$ cat src/rtl/gpio_bank_pkg.sv
`timescale 1ns/1ps
package gpio_bank_pkg;

   localparam int unsigned REG_ADDR_W = 5;
   typedef logic [REG_ADDR_W-1:0] word_idx_t;

   // alias form is taken from the two low word-index bits
   typedef enum logic [1:0] {
      AK_PLAIN = 2'd0,
      AK_CLR   = 2'd1,
      AK_SET   = 2'd2,
      AK_TGL   = 2'd3
   } alias_kind_e;

   localparam word_idx_t WI_IN   = 5'd8;
   localparam word_idx_t WI_SAMP = 5'd9;
   localparam word_idx_t WI_BULK = 5'd10;
   localparam word_idx_t WI_GEN  = 5'd11;

   // configuration byte bit positions
   localparam int unsigned CB_MUXEN = 0;
   localparam int unsigned CB_INEN  = 1;
   localparam int unsigned CB_PULL  = 2;
   localparam int unsigned CB_DRV   = 6;

   // bulk word bit positions
   localparam int unsigned BK_MUXEN  = 16;
   localparam int unsigned BK_INEN   = 17;
   localparam int unsigned BK_PULL   = 18;
   localparam int unsigned BK_DRV    = 22;
   localparam int unsigned BK_SEL_LO = 24;
   localparam int unsigned BK_WRSEL  = 28;
   localparam int unsigned BK_WRCFG  = 30;
   localparam int unsigned BK_HALF   = 31;

   typedef struct packed {
      logic drv;
      logic pull;
      logic inen;
      logic muxen;
   } pin_cfg_t;

endpackage

$ cat src/rtl/gpio_alias_reg.sv
`timescale 1ns/1ps
module gpio_alias_reg
   import gpio_bank_pkg::*;
#(
   parameter int unsigned WIDTH = 32
) (
   input  logic             clk,
   input  logic             rst_n,
   input  logic             wr_en,
   input  alias_kind_e      wr_kind,
   input  logic [WIDTH-1:0] wdata,
   input  logic [WIDTH-1:0] lane_mask,
   input  logic [WIDTH-1:0] evt_set,
   input  logic [WIDTH-1:0] evt_clr,
   input  logic [WIDTH-1:0] evt_tgl,
   output logic [WIDTH-1:0] q
);

   logic [WIDTH-1:0] bus_hit;
   logic [WIDTH-1:0] bus_val;
   logic [WIDTH-1:0] evt_free;
   logic [WIDTH-1:0] evt_val;
   logic [WIDTH-1:0] q_nxt;

   always_comb begin
      bus_hit = '0;
      bus_val = q;
      if (wr_en) begin
         unique case (wr_kind)
            AK_PLAIN: begin bus_hit = lane_mask;         bus_val = wdata; end
            AK_CLR:   begin bus_hit = wdata & lane_mask; bus_val = '0;    end
            AK_SET:   begin bus_hit = wdata & lane_mask; bus_val = '1;    end
            AK_TGL:   begin bus_hit = wdata & lane_mask; bus_val = ~q;    end
         endcase
      end
   end

   // clear beats set, set beats invert
   assign evt_free = ~(evt_set | evt_clr);
   assign evt_val  = ((q & evt_free) ^ (evt_tgl & evt_free)) | (evt_set & ~evt_clr);

   // the bus decides every bit it hits
   assign q_nxt = (bus_hit & bus_val) | (~bus_hit & evt_val);

   always_ff @(posedge clk or negedge rst_n) begin
      if (!rst_n) q <= '0;
      else        q <= q_nxt;
   end

endmodule

$ cat src/rtl/gpio_pin_cfg.sv
`timescale 1ns/1ps
module gpio_pin_cfg
   import gpio_bank_pkg::*;
#(
   parameter int unsigned PIN_CNT = 32,
   parameter int unsigned MUX_W   = 4,
   parameter int unsigned DATA_W  = 32,
   localparam int unsigned LANES  = DATA_W / 8,
   localparam int unsigned CSEL_W = $clog2(PIN_CNT / LANES),
   localparam int unsigned MSEL_W = $clog2((PIN_CNT * MUX_W) / DATA_W),
   localparam int unsigned HALF   = PIN_CNT / 2
) (
   input  logic                     clk,
   input  logic                     rst_n,
   input  logic                     wr_cfg,
   input  logic [CSEL_W-1:0]        cfg_sel,
   input  logic                     wr_sel,
   input  logic [MSEL_W-1:0]        sel_sel,
   input  logic                     wr_bulk,
   input  logic [DATA_W-1:0]        wdata,
   input  logic [LANES-1:0]         be,
   output pin_cfg_t [PIN_CNT-1:0]   cfg_q,
   output logic [PIN_CNT*MUX_W-1:0] sel_q
);

   // reserved bits of the configuration bytes and the bulk word
   logic unused_rsvd;
   assign unused_rsvd = ^{wdata[21:19], wdata[23], wdata[29]};

   for (genvar p = 0; p < PIN_CNT; p++) begin : g_pin
      localparam int unsigned CW = p / LANES;
      localparam int unsigned CL = p % LANES;
      localparam int unsigned MW = p / (2 * LANES);
      localparam int unsigned ML = (p / 2) % LANES;
      localparam int unsigned MN = p % 2;
      localparam int unsigned BH = p / HALF;
      localparam int unsigned BB = p % HALF;

      pin_cfg_t          cfg_r;
      logic [MUX_W-1:0]  sel_r;
      logic              bus_cfg_hit;
      logic              bus_sel_hit;
      logic              bulk_hit;

      assign bus_cfg_hit = wr_cfg && (cfg_sel == CSEL_W'(CW)) && be[CL];
      assign bus_sel_hit = wr_sel && (sel_sel == MSEL_W'(MW)) && be[ML];
      assign bulk_hit    = wr_bulk && (wdata[BK_HALF] == 1'(BH)) && wdata[BB];

      always_ff @(posedge clk or negedge rst_n) begin
         if (!rst_n) begin
            cfg_r <= '0;
         end else if (bus_cfg_hit) begin
            cfg_r.drv   <= wdata[CL*8 + CB_DRV];
            cfg_r.pull  <= wdata[CL*8 + CB_PULL];
            cfg_r.inen  <= wdata[CL*8 + CB_INEN];
            cfg_r.muxen <= wdata[CL*8 + CB_MUXEN];
         end else if (bulk_hit && wdata[BK_WRCFG]) begin
            cfg_r.drv   <= wdata[BK_DRV];
            cfg_r.pull  <= wdata[BK_PULL];
            cfg_r.inen  <= wdata[BK_INEN];
            cfg_r.muxen <= wdata[BK_MUXEN];
         end
      end

      always_ff @(posedge clk or negedge rst_n) begin
         if (!rst_n)
            sel_r <= '0;
         else if (bus_sel_hit)
            sel_r <= wdata[ML*8 + MN*MUX_W +: MUX_W];
         else if (bulk_hit && wdata[BK_WRSEL])
            sel_r <= wdata[BK_SEL_LO +: MUX_W];
      end

      assign cfg_q[p]                = cfg_r;
      assign sel_q[p*MUX_W +: MUX_W] = sel_r;
   end

endmodule

$ cat src/rtl/gpio_read_mux.sv
`timescale 1ns/1ps
module gpio_read_mux
   import gpio_bank_pkg::*;
#(
   parameter int unsigned PIN_CNT = 32,
   parameter int unsigned MUX_W   = 4,
   parameter int unsigned DATA_W  = 32
) (
   input  word_idx_t                addr,
   input  logic [DATA_W-1:0]        dir_q,
   input  logic [DATA_W-1:0]        out_q,
   input  logic [PIN_CNT-1:0]       pad_in,
   input  logic [DATA_W-1:0]        samp_q,
   input  logic [DATA_W-1:0]        gen_q,
   input  pin_cfg_t [PIN_CNT-1:0]   cfg_q,
   input  logic [PIN_CNT*MUX_W-1:0] sel_q,
   output logic [DATA_W-1:0]        rdata
);

   logic [PIN_CNT*8-1:0] cfg_flat;
   logic [PIN_CNT-1:0]   in_open;

   for (genvar p = 0; p < PIN_CNT; p++) begin : g_rd
      assign cfg_flat[p*8 +: 8] = {1'b0, cfg_q[p].drv, 3'b000,
                                   cfg_q[p].pull, cfg_q[p].inen, cfg_q[p].muxen};
      assign in_open[p]         = cfg_q[p].inen | samp_q[p];
   end

   always_comb begin
      rdata = '0;
      if (addr[4:2] == 3'b000)
         rdata = dir_q;
      else if (addr[4:2] == 3'b001)
         rdata = out_q;
      else if (addr == WI_IN)
         rdata = pad_in & in_open;
      else if (addr == WI_SAMP)
         rdata = samp_q;
      else if (addr == WI_GEN)
         rdata = gen_q;
      else if (addr[4:2] == 3'b011)
         rdata = sel_q[{addr[1:0], 5'b00000} +: DATA_W];
      else if (addr[4:3] == 2'b10)
         rdata = cfg_flat[{addr[2:0], 5'b00000} +: DATA_W];
   end

endmodule

$ cat src/rtl/gpio_bank_regs.sv
`timescale 1ns/1ps
module gpio_bank_regs
   import gpio_bank_pkg::*;
#(
   parameter int unsigned PIN_CNT = 32,
   parameter int unsigned MUX_W   = 4,
   parameter int unsigned DATA_W  = 32,
   parameter int unsigned ADDR_W  = 5
) (
   input  logic                     clk,
   input  logic                     rst_n,
   input  logic                     bus_we,
   input  logic [ADDR_W-1:0]        bus_addr,
   input  logic [DATA_W-1:0]        bus_wdata,
   input  logic [DATA_W/8-1:0]      bus_be,
   output logic [DATA_W-1:0]        bus_rdata,
   input  logic [PIN_CNT-1:0]       pad_in,
   input  logic [PIN_CNT-1:0]       evt_set,
   input  logic [PIN_CNT-1:0]       evt_clr,
   input  logic [PIN_CNT-1:0]       evt_tgl,
   output logic [PIN_CNT-1:0]       pin_oe,
   output logic [PIN_CNT-1:0]       pin_out,
   output logic [PIN_CNT-1:0]       pin_ie,
   output logic [PIN_CNT-1:0]       pin_pull,
   output logic [PIN_CNT-1:0]       pin_drv,
   output logic [PIN_CNT-1:0]       pin_mux_en,
   output logic [PIN_CNT*MUX_W-1:0] pin_mux_sel
);

   localparam int unsigned LANES = DATA_W / 8;

   // the word map is fixed; reject any other shape at elaboration
   if (PIN_CNT != 32 || DATA_W != 32 || MUX_W != 4 || ADDR_W != REG_ADDR_W) begin : g_bad_shape
      $error("gpio_bank_regs: word map needs 32 pins, 32-bit data, 4-bit selects, 5-bit word index");
   end

   logic [DATA_W-1:0] lane_mask;
   for (genvar b = 0; b < DATA_W; b++) begin : g_lane
      assign lane_mask[b] = bus_be[b / 8];
   end

   logic [DATA_W-1:0] dir_q, out_q, sample_mode, gen_q;
   pin_cfg_t [PIN_CNT-1:0] cfg_q;
   logic wr_dir, wr_out, wr_samp, wr_gen, wr_bulk, wr_cfg, wr_sel;
   alias_kind_e wr_kind;

   assign wr_kind = alias_kind_e'(bus_addr[1:0]);
   assign wr_dir  = bus_we && (bus_addr[4:2] == 3'b000);
   assign wr_out  = bus_we && (bus_addr[4:2] == 3'b001);
   assign wr_samp = bus_we && (bus_addr == WI_SAMP);
   assign wr_gen  = bus_we && (bus_addr == WI_GEN);
   assign wr_bulk = bus_we && (bus_addr == WI_BULK);
   assign wr_sel  = bus_we && (bus_addr[4:2] == 3'b011);
   assign wr_cfg  = bus_we && (bus_addr[4:3] == 2'b10);

   gpio_alias_reg #(.WIDTH(DATA_W)) i_dir (
      .clk(clk), .rst_n(rst_n), .wr_en(wr_dir), .wr_kind(wr_kind),
      .wdata(bus_wdata), .lane_mask(lane_mask),
      .evt_set('0), .evt_clr('0), .evt_tgl('0), .q(dir_q));

   gpio_alias_reg #(.WIDTH(DATA_W)) i_out (
      .clk(clk), .rst_n(rst_n), .wr_en(wr_out), .wr_kind(wr_kind),
      .wdata(bus_wdata), .lane_mask(lane_mask),
      .evt_set(evt_set), .evt_clr(evt_clr), .evt_tgl(evt_tgl), .q(out_q));

   always_ff @(posedge clk or negedge rst_n) begin
      if (!rst_n) begin
         sample_mode <= '0;
         gen_q       <= '0;
      end else begin
         if (wr_samp) sample_mode <= (sample_mode & ~lane_mask) | (bus_wdata & lane_mask);
         if (wr_gen)  gen_q       <= (gen_q & ~lane_mask) | (bus_wdata & lane_mask);
      end
   end

   gpio_pin_cfg #(.PIN_CNT(PIN_CNT), .MUX_W(MUX_W), .DATA_W(DATA_W)) i_cfg (
      .clk(clk), .rst_n(rst_n),
      .wr_cfg(wr_cfg), .cfg_sel(bus_addr[2:0]),
      .wr_sel(wr_sel), .sel_sel(bus_addr[1:0]),
      .wr_bulk(wr_bulk), .wdata(bus_wdata), .be(bus_be[LANES-1:0]),
      .cfg_q(cfg_q), .sel_q(pin_mux_sel));

   gpio_read_mux #(.PIN_CNT(PIN_CNT), .MUX_W(MUX_W), .DATA_W(DATA_W)) i_rd (
      .addr(bus_addr), .dir_q(dir_q), .out_q(out_q), .pad_in(pad_in),
      .samp_q(sample_mode), .gen_q(gen_q), .cfg_q(cfg_q), .sel_q(pin_mux_sel),
      .rdata(bus_rdata));

   assign pin_oe  = dir_q;
   assign pin_out = out_q;
   for (genvar p = 0; p < PIN_CNT; p++) begin : g_pinout
      assign pin_ie[p]     = cfg_q[p].inen;
      assign pin_pull[p]   = cfg_q[p].pull;
      assign pin_drv[p]    = cfg_q[p].drv;
      assign pin_mux_en[p] = cfg_q[p].muxen;
   end

endmodule

$ cat config.mk
export PLATFORM = sky130hd
export DESIGN_NAME = gpio_bank_regs
export DESIGN_NICKNAME = d
export VERILOG_FILES = /design/src/rtl/gpio_bank_pkg.sv /design/src/rtl/gpio_alias_reg.sv /design/src/rtl/gpio_pin_cfg.sv /design/src/rtl/gpio_read_mux.sv /design/src/rtl/gpio_bank_regs.sv
export SDC_FILE = /design/constraint.sdc
export NUM_CORES = 1
export LEC_CHECK = 0
export BUFFER_PORTS_ARGS = -buffer_cell sky130_fd_sc_hd__buf_2
export CAP_MARGIN = 30
export CORE_MARGIN = 4
export CORE_UTILIZATION = 50
export CTS_BUF_LIST = sky130_fd_sc_hd__clkbuf_4 sky130_fd_sc_hd__clkbuf_8 sky130_fd_sc_hd__clkbuf_16
export CTS_CLUSTER_SIZE = 28
export DETAILED_ROUTE_END_ITERATION = 12
export PLACE_DENSITY_LB_ADDON = 0.25
export SLEW_MARGIN = 10
export SYNTH_ARGS = -nofsm -noshare
export SYNTH_HDL_FRONTEND = slang
export SYNTH_SLANG_ARGS = --single-unit
export TNS_END_PERCENT = 30
$ cat constraint.sdc
create_clock -name clk -period 4.1 [get_ports clk]
set_clock_uncertainty 0.1 [all_clocks]
set_input_delay 0.82 -clock clk [delete_from_list [all_inputs] [get_ports clk]]
set_output_delay 0.82 -clock clk [all_outputs]
set_load 0.02 [all_outputs]
==> results of run 1 <==
==> cell families (layout without fill, tap and decap cells) <==
logic type | after synthesis | in the layout | synth area share
compound gates | 678 | 678 | 0.193
simple gates | 677 | 677 | 0.146
flops | 384 | 384 | 0.428
mux | 318 | 318 | 0.167
buf+inv | 253 | 723 | 0.0533
xor+xnor | 32 | 32 | 0.0125
other cells | 0 | 7 | 0
==> layout make-up <==
class / instances / area [sq um]
multi-input combinational: 1705 / 11700
timing repair buffer: 595 / 3360
inverter: 46 / 173
antenna: 7 / 17.5
clock inverter: 18 / 203
clock buffer: 64 / 1330
sequential: 384 / 9610
tap: 592 / 741
fill: 3795 / 17200
==> worst max-delay path, stage by stage <==
cell,delay [ps]
buf_2,410
nor3b_2,130
buf_4,210
nand2_4,330
o21ai_0,190
a211oi_1,430
o21ai_0,230
buf_2,210
==> how the worst max path moves through the flow <==
stage	endpoint	slack, ps
2_1_floorplan	bus_rdata[9]	910
3_3_place_gp	bus_rdata[8]	300
3_5_place_dp	bus_rdata[8]	260
4_1_cts	bus_rdata[8]	250
5_1_grt	bus_rdata[8]	80
6_report	bus_rdata[8]	180
==> metrics by stage <==
stage,hold slack (ps),utilization,instances,worst slack (ps),instance area (sq um)
finish,55.0,0.612,3411,179,27100
global route,73.9,0.611,3407,80.1,27100
CTS,48.5,0.611,3404,254,27100
detailed placement,400,0.577,3322,259,25600
global placement,389,0.576,3320,305,25500
floorplan,381,-,2342,908,22500
==> report_power, final <==
part           internal (mW)  switching, mW  total [mW]
clock                   2.50           1.69        4.19
sequential              4.45          0.863        5.31
combinational           1.26           2.18        3.44
total                   8.21           4.73        12.9
==> layer usage <==
layer	routed length [um]	up-vias	track usage
met3	11600	295	0.0976
met1	37000	11100	0.525
li1	-	9451	-
met4	4690	10	0.169
met2	43300	1654	0.585
met5	53	-	0
==> cells in the final DEF (no fill, tap or decap), types with 45 or more instances in the layout <==
master,n
buf_2,520
dfrtp_1,384
nor2_1,341
a21oi_1,189
mux2i_1,182
o21ai_0,149
nand2_1,122
nand3_1,98
mux2_2,92
buf_4,58
a211oi_1,47
inv_1,46
clkbuf_16,45
==> qor.csv, run 1 <==
metric,value,unit
endpoint_kind,output port,
cts_tree,yes,
clockBufferDepth,3,
cellPowerDensity,477,nW/um^2
yosysMostFrequentCell,dfrtp_1,
root_buffer,clkbuf_16,
dp_hpwl,70200,um
yosys_warnings,0,
fp.dieH,220,um
yosysSeqAreaShare,0.428,
num_rows,77,
max_slew_margin,0.345,
dieWidth,220,um
ys_top_cells_by_count,"dfrtp_1, nor2_1, a21oi_1, mux2i_1, o21ai_0",
synth_top_area_frac,0.428,
grt.total_usage,0.385,
synth.distinct_cells,69,
finalSetupViolCount,0,
cts_made_buffers,44,
place_congestion,0.958,
clk_latency,590,ps
path_max_fanout,29,
cts.hold.buffers_added,0,
drv_cap,0,
hold_viol,0,
io_pins,524,
drc_errors,0,
synthArstFlopShare,1.00,
required,3180,ps
dr.first_iter.drc_count,2920,
drt-vias-per-instance,6.59,
min_period,3920,ps
synth.cell_area,22500,sq um
power.total,12.9,mW
synth.area.top_cells,"dfrtp_1, mux2i_1, nor2_1",
wl_per_cell,28.3,um
clock_sinks,384,
p_leak,13.7,nW
ant_nets,0,
synth_ff_type,dfrtp_1,
nNetsFinal,2948,
slew_violations,0,
cts_setup_buffers,0,
antenna_found_initial,10,
r2r_slack,2500,ps
status,finished clean,
fmax,255,MHz
grt_pass1_vias,21200,
ctsResizeCount,0,
rsz0062_at_grt,false,
clk_pin_slew,60,ps
drt_first_pass_iters,6,
vdd_drop_max,0.000349,V
synth_top_area_cell,dfrtp_1,
grt_max_degree,96,
tightest_slew,983,ps
coreArea,44300,sq um
startpoint,bus_addr[4],
io_buffers,523,
die_area,48400,sq um
via_count,22500,
netlist_instances,2342,
start_kind,primary input,
synth-seq-cells,384,
syn_nets,2514,
grt_pass1_wl,139000,um
drive_gt1_frac,0.321,
syn_to_final_growth,20.7,%
overflow,0,
syn_area_per_cell,9.59,sq um
finalSetupTns,0,ps
cp_data_arrival_time,3000,ps
synth-edff-count,0,
drt-total-wl,96600,um
hold_class,in2async,
post-route-period-util,0.956,
worst-r2r-cell-count,5,
worstSetupPathType,in2out,
htree_num_levels,2,
start_util,0.507,
(Power assumes the default switching activity.)
==> inputs of run 2 (changes only) <==
Settings changed: CORE_MARGIN 4 to 2, CORE_UTILIZATION 50 to 45.
==> run 2 against run 1 <==
  * Combinational power about the same
  * Total power increased by 0.37%
  * Wire length increased by 2.7%
  * Sequential power about the same
  * First-iteration DRC count increased by 5.2%
  * Sequential cell count unchanged
  * Critical path type unchanged
==> qor.csv, run 2 (synthesized netlist as in run 1, its figures left out) <==
metric,value,unit,change
status,finished clean,,
ctsResizeCount,0,,unchanged
p_clk_frac,0.323,,about the same
swShare,0.369,,+0.00353
drive_gt1_frac,0.320,,-0.000483
io_pins,524,,unchanged
fin_area,27200,sq um,+0.23%
cp_num_buf_inv,4,,+1
dieWidth,227,um,+3.4%
post-route-util,0.553,,-0.0589
final_cell_mix,"buf_2, dfrtp_1, nor2_1",,
cts.hold.buffers_added,0,,unchanged
path_cells,"buf_2, buf_4, or3b_1, buf_4, o21ai_0, a221oi_1, o22ai_1, buf_2",,
grt_max_degree,103,,+7.3%
p_int,8.20,mW,-0.19%
root_buffer,clkbuf_16,,
syn_to_final_growth,20.9,%,
rsz0062_at_grt,false,,
clockBufferDepth,3,,unchanged
layout_commonest_cell,buf_2,,
tightest_slew,920,ps,-62.7 ps
finalSetupViolCount,0,,unchanged
start_util,0.457,,-0.0499
multi_input_area,11700,sq um,unchanged
finalSetupTns,0,ps,unchanged
grt_pass1_wl,142000,um,+2.2%
nNetsFinal,2952,,+0.14%
post-route-period-util,0.948,,-0.00865
clk_latency,580,ps,about the same
slew_violations,0,,unchanged
p_switching,4.79,mW,+1.3%
placedCellCount,3396,,+2.2%
worstSetupPathType,in2out,,
grt_pass1_vias,20900,,-1.6%
die_area,51700,sq um,+6.9%
clk_pin_slew,70,ps,about the same
ant_nets,0,,unchanged
cts_setup_buffers,0,,unchanged
cp_slowest_cell,o22ai_1,,
cts_made_buffers,45,,+2.3%
antenna_found_initial,9,,-1
drv_cap,0,,unchanged
num_rows,81,,+5.2%
endpoint_kind,output port,,
via_count,22300,,-0.97%
dr.first_iter.drc_count,3071,,+5.2%
whs,108,ps,+53.3 ps
required,3180,ps,about the same
drc_errors,0,,unchanged
grt.total_usage,0.376,,-0.00887
cp_top_family,buffers and inverters,,
drt_first_pass_iters,6,,unchanged
cp_data_arrival_time,2970,ps,-30 ps
n_fill_cell,4373,,+15%
fp.dieH,227,um,+3.4%
cts_tree,yes,,
stdcell_count,3480,,+2.0%
overflow,0,,unchanged
hold_class,in2async,,
dp_hpwl,72300,um,+3.0%
wl_per_cell,28.5,um,+0.68%
io_buffers,523,,unchanged
start_kind,primary input,,
min_period,3890,ps,-35.5 ps
vdd_drop_max,0.000273,V,-22%
power.total,13.0,mW,+0.37%
max_slew_margin,0.387,,+0.0418
comb_power_share,0.266,,about the same
regArea,9610,sq um,unchanged
pre_cts_ws,348,ps,+89.3 ps
place_congestion,0.981,,+2.4%
p_leak,13.7,nW,-0.17%
fmax,257,MHz,+0.91%
max_stage_delay,430,ps,about the same
placed_cell_area,25600,sq um,+0.26%
drt-vias-per-instance,6.40,,-2.9%
drt-total-wl,99300,um,+2.7%
coreArea,49200,sq um,+11%
hold_viol,0,,unchanged
path_max_fanout,19,,-34%
htree_num_levels,2,,unchanged
clock_sinks,384,,unchanged
cellPowerDensity,478,nW/um^2,+0.14%
power_frac_seq,0.411,,about the same
finalWorstSetupSlack,214,ps,+35.5 ps
[run 2: changes by cell type in the layout (fill, tap and decap cells not counted), sizes merged]
cell / delta
bufinv: +1
clkbuf: -6
inv: -1
clkinvlp: +3
buf: +3
clkinv: -2
diode: -1
[run 2: metal layers]
metal | vias to the layer above | part of all wire | track usage | wire (um)
li1 | 9470 | - | - | -
met1 | 11100 | 0.40 | 0.516 | 39400
met2 | 1463 | 0.45 | 0.585 | 44900
met3 | 242 | 0.11 | 0.0929 | 11400
met4 | 12 | 0.035 | 0.124 | 3500
met5 | - | 0.00075 | 0 | 74
[run 2: final cells by class]
type,count,share of cell area
tap,664,0.0306
antenna,6,0.000553
clock buffer,58,0.0467
multi-input combinational,1705,0.430
sequential,384,0.354
clock inverter,19,0.00871
inverter,46,0.00636
timing repair buffer,598,0.124
[run 2: worst register-to-register path, delay by kind of cell, from the launching register on]
kind            cells  cell delay (ps)
compound gates      2              320
simple gates        2              370
xor+xnor            1              170
flops               1              510
[run 2: worst paths after layout]
| check | start | end | slack, ps | cells past startpoint |
|---|---|---|---|---|
| worst max-delay path | bus_addr[2] | bus_rdata[11] | 210 | 8 |
| worst min-delay path | rst_n | i_cfg.cfg_q[27] | 110 | 1 |
| min in group clk | i_cfg.cfg_q[90] | i_cfg.cfg_q[90] | 410 | 2 |
| worst min register to register | i_cfg.cfg_q[90] | i_cfg.cfg_q[90] | 410 | 2 |
| worst max register to register | flop | flop | 2560 | 5 |
| max in group asynchronous | rst_n | i_cfg.g_pin[9].sel_r[3] | 2690 | 2 |
[run 2: power groups by stage]
stage	clock (mW)	combinational [mW]	sequential, mW
floorplan	0	1.34	5.68
global placement	0	3.35	5.34
detailed placement	0	3.41	5.35
CTS	4.20	3.42	5.30
global route	4.35	3.67	5.37
finish	4.19	3.45	5.34
